[config.mk]
export PLATFORM = sky130hd
export DESIGN_NAME = dma_ctl_regbank
export DESIGN_NICKNAME = d
export VERILOG_FILES = /design/src/rtl/dcr_bank_pkg.sv /design/src/rtl/w1c_status.sv /design/src/rtl/chan_window.sv /design/src/rtl/dma_ctl_regbank.sv
export SDC_FILE = /design/constraint.sdc
export NUM_CORES = 1
export LEC_CHECK = 0
export ABC_AREA = 1
export BUFFER_PORTS_ARGS = -buffer_cell sky130_fd_sc_hd__clkbuf_2
export CORE_UTILIZATION = 48
export CTS_BUF_LIST = sky130_fd_sc_hd__clkbuf_16
export CTS_CLUSTER_DIAMETER = 30
export DETAILED_ROUTE_END_ITERATION = 7
export HOLD_SLACK_MARGIN = 0.06
export PLACE_DENSITY = 0.71
export SLEW_MARGIN = 5
export SYNTH_ARGS = -nofsm -noshare
export SYNTH_HDL_FRONTEND = slang
export SYNTH_SLANG_ARGS = --single-unit
[constraint.sdc]
create_clock -name clk_i -period 1.9 [get_ports clk_i]
set_input_delay 0.19 -clock clk_i [delete_from_list [all_inputs] [get_ports clk_i]]
set_output_delay 0.19 -clock clk_i [all_outputs]
set_load 0.01 [all_outputs]
[src/rtl/dcr_bank_pkg.sv]
package dcr_bank_pkg;
  localparam int unsigned NUM_W = 10;
  localparam int unsigned DW    = 32;
  localparam int unsigned NSTAT = 5;

  localparam logic [NUM_W-1:0] RN_CFG   = 10'h180;
  localparam logic [NUM_W-1:0] RN_ERR   = 10'h181;
  localparam logic [NUM_W-1:0] RN_IEN   = 10'h182;
  localparam logic [NUM_W-1:0] RN_TXSET = 10'h184;
  localparam logic [NUM_W-1:0] RN_TXRST = 10'h185;
  localparam logic [NUM_W-1:0] RN_TXEOB = 10'h186;
  localparam logic [NUM_W-1:0] RN_TXDER = 10'h187;
  localparam logic [NUM_W-1:0] RN_RXSET = 10'h190;
  localparam logic [NUM_W-1:0] RN_RXRST = 10'h191;
  localparam logic [NUM_W-1:0] RN_RXEOB = 10'h192;
  localparam logic [NUM_W-1:0] RN_RXDER = 10'h193;
  localparam logic [NUM_W-1:0] TXPTR_BASE = 10'h1A0;
  localparam logic [NUM_W-1:0] RXPTR_BASE = 10'h1C0;
  localparam logic [NUM_W-1:0] RXBUF_BASE = 10'h1E0;

  localparam logic [DW-1:0] CFG_RST   = 32'h0007_C000;
  localparam logic [DW-1:0] CFG_WMASK = 32'h00FF_C087;
  localparam logic [DW-1:0] IEN_WMASK = 32'h0000_001F;
  localparam logic [DW-1:0] TXA_WMASK = 32'hF000_0000;
  localparam logic [DW-1:0] RXA_WMASK = 32'hC000_0000;
  localparam int unsigned   BUF_W     = 8;
  localparam int unsigned   SRST_BIT  = 31;

  // status word order: err, tx_eob, tx_derr, rx_eob, rx_derr
  localparam logic [NUM_W-1:0] STAT_NUM [NSTAT] =
    '{RN_ERR, RN_TXEOB, RN_TXDER, RN_RXEOB, RN_RXDER};
endpackage

[src/rtl/w1c_status.sv]
module w1c_status #(
  parameter int unsigned W = 32
) (
  input  logic         clk_i,
  input  logic         rst_ni,
  input  logic         soft_clr_i,
  input  logic         clr_wr_i,
  input  logic [W-1:0] wdata_i,
  input  logic [W-1:0] set_i,
  output logic [W-1:0] q_o
);
  logic [W-1:0] keep;

  always_comb begin
    keep = q_o;
    if (soft_clr_i)    keep = '0;
    else if (clr_wr_i) keep = q_o & ~wdata_i;
  end

  // hardware set has priority over any clear
  always_ff @(posedge clk_i or negedge rst_ni) begin
    if (!rst_ni) q_o <= '0;
    else         q_o <= keep | set_i;
  end
endmodule

[src/rtl/chan_window.sv]
module chan_window #(
  parameter int unsigned      NCH    = 4,
  parameter int unsigned      KEEP_W = 32,
  parameter int unsigned      NUM_W  = 10,
  parameter logic [NUM_W-1:0] BASE   = '0
) (
  input  logic              clk_i,
  input  logic              rst_ni,
  input  logic [NUM_W-1:0]  reg_num_i,
  input  logic              wr_i,
  input  logic [KEEP_W-1:0] wdata_i,
  output logic              hit_o,
  output logic [KEEP_W-1:0] rdata_o
);
  logic [NUM_W-1:0]  ofs;
  logic [KEEP_W-1:0] slot_q [NCH];

  assign ofs   = reg_num_i - BASE;
  assign hit_o = (reg_num_i >= BASE) && (ofs < NUM_W'(NCH));

  for (genvar i = 0; i < NCH; i++) begin : g_slot
    always_ff @(posedge clk_i or negedge rst_ni) begin
      if (!rst_ni)                                 slot_q[i] <= '0;
      else if (wr_i && hit_o && ofs == NUM_W'(i))  slot_q[i] <= wdata_i;
    end
  end

  always_comb begin
    rdata_o = '0;
    for (int i = 0; i < NCH; i++)
      if (hit_o && ofs == NUM_W'(i)) rdata_o = slot_q[i];
  end
endmodule

[src/rtl/dma_ctl_regbank.sv]
module dma_ctl_regbank
  import dcr_bank_pkg::*;
#(
  parameter int unsigned TX_CH = 4,
  parameter int unsigned RX_CH = 2
) (
  input  logic             clk_i,
  input  logic             rst_ni,
  input  logic [NUM_W-1:0] reg_num_i,
  input  logic             rd_i,
  input  logic             wr_i,
  input  logic [DW-1:0]    wdata_i,
  output logic [DW-1:0]    rdata_o,
  input  logic [DW-1:0]    err_set_i,
  input  logic [DW-1:0]    tx_eob_set_i,
  input  logic [DW-1:0]    tx_derr_set_i,
  input  logic [DW-1:0]    rx_eob_set_i,
  input  logic [DW-1:0]    rx_derr_set_i
);
  logic          wr_cfg, soft_rst;
  logic [DW-1:0] cfg_q, ien_q, txcas_q, txcar_q, rxcas_q, rxcar_q;
  logic [DW-1:0] stat_set [NSTAT];
  logic [DW-1:0] stat_q   [NSTAT];
  logic [DW-1:0] err_q, tx_eob_q, tx_derr_q, rx_eob_q, rx_derr_q;

  assign wr_cfg   = wr_i && (reg_num_i == RN_CFG);
  assign soft_rst = wr_cfg && wdata_i[SRST_BIT];

  always_ff @(posedge clk_i or negedge rst_ni) begin
    if (!rst_ni)     cfg_q <= CFG_RST;
    else if (wr_cfg) cfg_q <= wdata_i & CFG_WMASK;
  end

  // registers cleared by the software reset
  always_ff @(posedge clk_i or negedge rst_ni) begin
    if (!rst_ni) begin
      ien_q   <= '0;
      txcas_q <= '0;
      rxcas_q <= '0;
    end else if (soft_rst) begin
      ien_q   <= '0;
      txcas_q <= '0;
      rxcas_q <= '0;
    end else if (wr_i) begin
      if (reg_num_i == RN_IEN)   ien_q   <= wdata_i & IEN_WMASK;
      if (reg_num_i == RN_TXSET) txcas_q <= wdata_i & TXA_WMASK;
      if (reg_num_i == RN_RXSET) rxcas_q <= wdata_i & RXA_WMASK;
    end
  end

  // registers kept across the software reset
  always_ff @(posedge clk_i or negedge rst_ni) begin
    if (!rst_ni) begin
      txcar_q <= '0;
      rxcar_q <= '0;
    end else if (wr_i) begin
      if (reg_num_i == RN_TXRST) txcar_q <= wdata_i & TXA_WMASK;
      if (reg_num_i == RN_RXRST) rxcar_q <= wdata_i & RXA_WMASK;
    end
  end

  assign stat_set[0] = err_set_i;
  assign stat_set[1] = tx_eob_set_i;
  assign stat_set[2] = tx_derr_set_i;
  assign stat_set[3] = rx_eob_set_i;
  assign stat_set[4] = rx_derr_set_i;

  for (genvar k = 0; k < NSTAT; k++) begin : g_stat
    w1c_status #(.W(DW)) u_stat (
      .clk_i     (clk_i),
      .rst_ni    (rst_ni),
      .soft_clr_i(soft_rst),
      .clr_wr_i  (wr_i && (reg_num_i == STAT_NUM[k])),
      .wdata_i   (wdata_i),
      .set_i     (stat_set[k]),
      .q_o       (stat_q[k])
    );
  end

  assign err_q     = stat_q[0];
  assign tx_eob_q  = stat_q[1];
  assign tx_derr_q = stat_q[2];
  assign rx_eob_q  = stat_q[3];
  assign rx_derr_q = stat_q[4];

  logic             txp_hit, rxp_hit, rxb_hit;
  logic [DW-1:0]    txp_rd, rxp_rd;
  logic [BUF_W-1:0] rxb_rd;

  chan_window #(.NCH(TX_CH), .KEEP_W(DW), .NUM_W(NUM_W), .BASE(TXPTR_BASE)) u_txptr (
    .clk_i(clk_i), .rst_ni(rst_ni), .reg_num_i(reg_num_i), .wr_i(wr_i),
    .wdata_i(wdata_i), .hit_o(txp_hit), .rdata_o(txp_rd)
  );

  chan_window #(.NCH(RX_CH), .KEEP_W(DW), .NUM_W(NUM_W), .BASE(RXPTR_BASE)) u_rxptr (
    .clk_i(clk_i), .rst_ni(rst_ni), .reg_num_i(reg_num_i), .wr_i(wr_i),
    .wdata_i(wdata_i), .hit_o(rxp_hit), .rdata_o(rxp_rd)
  );

  chan_window #(.NCH(RX_CH), .KEEP_W(BUF_W), .NUM_W(NUM_W), .BASE(RXBUF_BASE)) u_rxbuf (
    .clk_i(clk_i), .rst_ni(rst_ni), .reg_num_i(reg_num_i), .wr_i(wr_i),
    .wdata_i(wdata_i[BUF_W-1:0]), .hit_o(rxb_hit), .rdata_o(rxb_rd)
  );

  logic [DW-1:0] rd_mux;

  always_comb begin
    rd_mux = '0;
    if (txp_hit)      rd_mux = txp_rd;
    else if (rxp_hit) rd_mux = rxp_rd;
    else if (rxb_hit) rd_mux[BUF_W-1:0] = rxb_rd;
    else begin
      case (reg_num_i)
        RN_CFG:   rd_mux = cfg_q;
        RN_ERR:   rd_mux = err_q;
        RN_IEN:   rd_mux = ien_q;
        RN_TXSET: rd_mux = txcas_q;
        RN_TXRST: rd_mux = txcar_q;
        RN_TXEOB: rd_mux = tx_eob_q;
        RN_TXDER: rd_mux = tx_derr_q;
        RN_RXSET: rd_mux = rxcas_q;
        RN_RXRST: rd_mux = rxcar_q;
        RN_RXEOB: rd_mux = rx_eob_q;
        RN_RXDER: rd_mux = rx_derr_q;
        default:  rd_mux = '0;
      endcase
    end
  end

  always_ff @(posedge clk_i or negedge rst_ni) begin
    if (!rst_ni)   rdata_o <= '0;
    else if (rd_i) rdata_o <= rd_mux;
  end
endmodule

==> results.md <==
* Status: finished, final reports clean
* Die W at 207 µm
* RSZ-0062 raised after global routing: false
* #FFs+latches synth at 431
* Initial Util at 0.492
* CTS sink cnt at 431
* WP data required at 2440 ps
* # IOs at 238
* Largest net degree at the start of global routing at 75
* Post-synthesis cell count at 2450
* Layout cells sized above 1 at 0.196
* Initial DRT Pass Iterations at 6
* Synth warnings at 0
* Core ar. at 0.0412 mm²
* Worst min-delay path category: in2reg
* Setup CP Type: in2reg
* Worst Setup End Kind: flip-flop
* Die height at 207 µm
* Routability Congestion at 0.963
* Drt first-iter violations at 2425
* Pwr Density at 928 mW/mm²
* Syn_nets at 2658
* Max-slew violations at 0
* Crit path largest cell delay at 210 ps
* Placed insts at 3216
* Least-Margin Pin Slew at 723 ps
* DRC at 0
* Leakage power at 13.5 nW
* Minimum clock period at 1590 ps
* Vias per Instance at 5.81
* Grt ovf at 0
* Total of max-cap violations at 0
* Most used cell, CP: nand2_1
* Clk slew on worst S/H paths at 50 ps
* Hpwl dp at 44500 µm
* Via count at 20500
* Cell count of the worst hold path at 4
* Port Buffers at 237
* Crit path DAT at 2120 ps
* Worst r2r path cells at 7
* Clock Tree Root: clkbuf_16
* Post-synth cell types at 32
* Cells along the critical path: clkbuf_2, nand2_1, inv_1, nand2_1, nor2_4, nand3_1, inv_2, buf_4, nand2_1, nand2_1, nor2_1, buf_4, a21oi_1, nand2_1, nand2_1
* Buf/Inv on CP at 5
* Final Skew at 22.7 ps
* Final wirelength at 72400 µm
* Startpoint Class: primary input
* CP max stage cell: buf_4
* CTS H-tree depth at 3
* Area grow syn2layout at 36.5%
* Critical path's top delay family: simple AND/OR/NAND/NOR gates
* GRT Util Overall at 0.337
* Cell Rows at 74
* Max Fclk at 631 MHz
* Avg WL per Cell at 20.5 µm
* Sequential fraction of the synthesis area at 0.533
* Worst-path fanout max at 10
* Clk_lat worst skew at 610 ps
* Final Setup Violations at 0
* Vias in the first global route at 21000
* Nets at 3149
* Final hold violations at 0
* Final instance area at 0.0277 mm²
* Maximum vdd drop at 789 µV
* Crit path depth at 15
* Fin crit share at 0.834
* CTS tree: done
* Syn Area/Cell at 8.27 µm²
* Max clock buf depth at 3
* CTS buffer count at 86
* Detail Route Antenna Nets at 0
* Die area at 0.0430 mm²
* Rel. slew slack at 0.517
* Post-DP Area at 0.0231 mm²
* Fin util at 0.671
* First-pass GRT wire length at 114000 µm
* Initial antenna violation count at 3
* Layout Cells excl Fill at 3539
* Post-Syn Area at 0.0203 mm²
## cell usage in the layout (no fill, tap or decap), types with 3 or more instances in the layout
| cell | synthesis | layout |
|---|---|---|
| nand2_2 | 10 | 10 |
| dfstp_2 | 5 | 5 |
| nor2_4 | 10 | 11 |
| nor2_2 | 8 | 7 |
| clkbuf_16 | 0 | 87 |
| inv_6 | 0 | 4 |
| buf_12 | 0 | 42 |
| clkinv_1 | 1 | 14 |
| o211ai_1 | 10 | 10 |
| o21ai_0 | 318 | 318 |
| o21bai_1 | 160 | 160 |
| nor2_1 | 129 | 129 |
| inv_1 | 111 | 119 |
| inv_2 | 15 | 15 |
| buf_4 | 18 | 120 |
| nand3_2 | 3 | 3 |
| dfrtp_1 | 426 | 426 |
| o21ai_1 | 111 | 111 |
| nand3b_1 | 5 | 5 |
| or2_2 | 4 | 4 |
| nand2_1 | 707 | 707 |
| a21oi_1 | 47 | 47 |
| clkinv_2 | 0 | 16 |
| dlygate4sd3_1 | 0 | 169 |
| nand4_1 | 48 | 48 |
| bufinv_16 | 0 | 11 |
| nand3_1 | 142 | 142 |
| clkinvlp_4 | 0 | 8 |
| nor3_1 | 5 | 5 |
| clkbuf_2 | 0 | 236 |
## worst register-to-register path, stage by stage (launching register included)
cell	delay, ps
dfrtp_1	380
nand3_1	100
nand2_1	60
nor3_1	280
buf_4	180
nand3_1	130
nand3_1	110
nand2_1	50
## path summary, 6_finish.rpt
kind | start | to | slack (ps)
setup / recovery | reg_num_i[8] | rdata_o[12]$_DFFE_PN0P_ | 310
hold / removal | rd_i | rdata_o[28]$_DFFE_PN0P_ | 110
setup reg to reg | g_stat[4].u_stat.q_o[7]$_DFF_PN0_ | rdata_o[7]$_DFFE_PN0P_ | 490
hold reg to reg | rdata_o[23]$_DFFE_PN0P_ | rdata_o[23]$_DFFE_PN0P_ | 480
max in group asynchronous | rst_ni | g_stat[4].u_stat.q_o[27]$_DFF_PN0_ | 1040
min in group asynchronous | rst_ni | u_txptr.slot_q[5]$_DFFE_PN0P_ | 120
## kinds of logic after synthesis
logic type | after synthesis | synth area share
buffers and inverters | 292 | 0.0605
and+or+nand+nor | 1077 | 0.224
adders and majority gates | 2 | 0.00123
DFF | 431 | 0.533
AOI/OAI and AO/OA | 648 | 0.181
## power breakdown
| part | total (mW) | leakage (nW) | internal (mW) | switching (mW) |
|---|---|---|---|---|
| registers | 9.31 | 5.16 | 9.27 | 0.0374 |
| clock network | 14.9 | 1.41 | 9.80 | 5.11 |
| logic | 1.48 | 6.88 | 0.623 | 0.853 |
## metrics by stage
stage | worst slack [ps] | hold WS (ps) | total power [mW] | TNS [ps]
4_1_cts | 410 | 61.3 | 25.7 | 0
2_1_floorplan | 203 | -106 | 9.85 | 0
3_5_place_dp | -203 | 128 | 10.6 | -13790
5_1_grt | 230 | 105 | 26.3 | 0
3_3_place_gp | -191 | 129 | 10.6 | -10260
6_report | 315 | 113 | 25.7 | 0
## synth_stat cells, drive strengths merged
cell type	n	area share
nand2	717	0.13
clkinv	1	0.00019
buf	72	0.020
o211ai	10	0.0037
nor4	1	0.00031
inv	126	0.023
nand4	50	0.016
o21ai	429	0.11
nand3	145	0.037
nor2	147	0.032
clkbuf	93	0.017
ha	2	0.0012
nor3	6	0.0017
dfstp	5	0.0065
nand3b	5	0.0019
and3	1	0.00031
o21bai	160	0.059
a21oi	47	0.012
a22oi	2	0.00074
or2	5	0.0015
dfrtp	426	0.53
## timing repair
item / CTS / global route
endpoints found under the setup margin: 0 / 0
buffers inserted: 0 / 0
hold buffers: 169 / 0
endpoints found under the hold margin: 603 / 0
resized for setup: 0 / 0
## per-layer routing
layer,GRT usage,part of all wire,up-vias
met5,0,0.00032,-
met4,0.172,0.044,4
met3,0.0862,0.11,262
met2,0.533,0.46,1346
met1,0.430,0.38,9837
li1,-,-,9100
## state kept, by name, summed over array words and instances (netlist names)
name               count
g_stat.u_stat.q_o    160
u_txptr.slot_q       128
u_rxptr.slot_q        64
rdata_o               32
u_rxbuf.slot_q        16
cfg_q                 14
ien_q                  5
txcar_q                4
txcas_q                4
rxcar_q                2
rxcas_q                2
## layout make-up
| class | count | area (µm²) |
|---|---|---|
| antenna | 1 | 2.50 |
| clock buffer | 87 | 2180 |
| clock inverter | 66 | 674 |
| fill | 2998 | 13500 |
| inverter | 127 | 477 |
| multi-input combinational | 1727 | 8250 |
| sequential | 431 | 10800 |
| tap | 532 | 666 |
| timing repair buffer | 568 | 4630 |
Note: power is estimated with default switching activity, not from simulation.
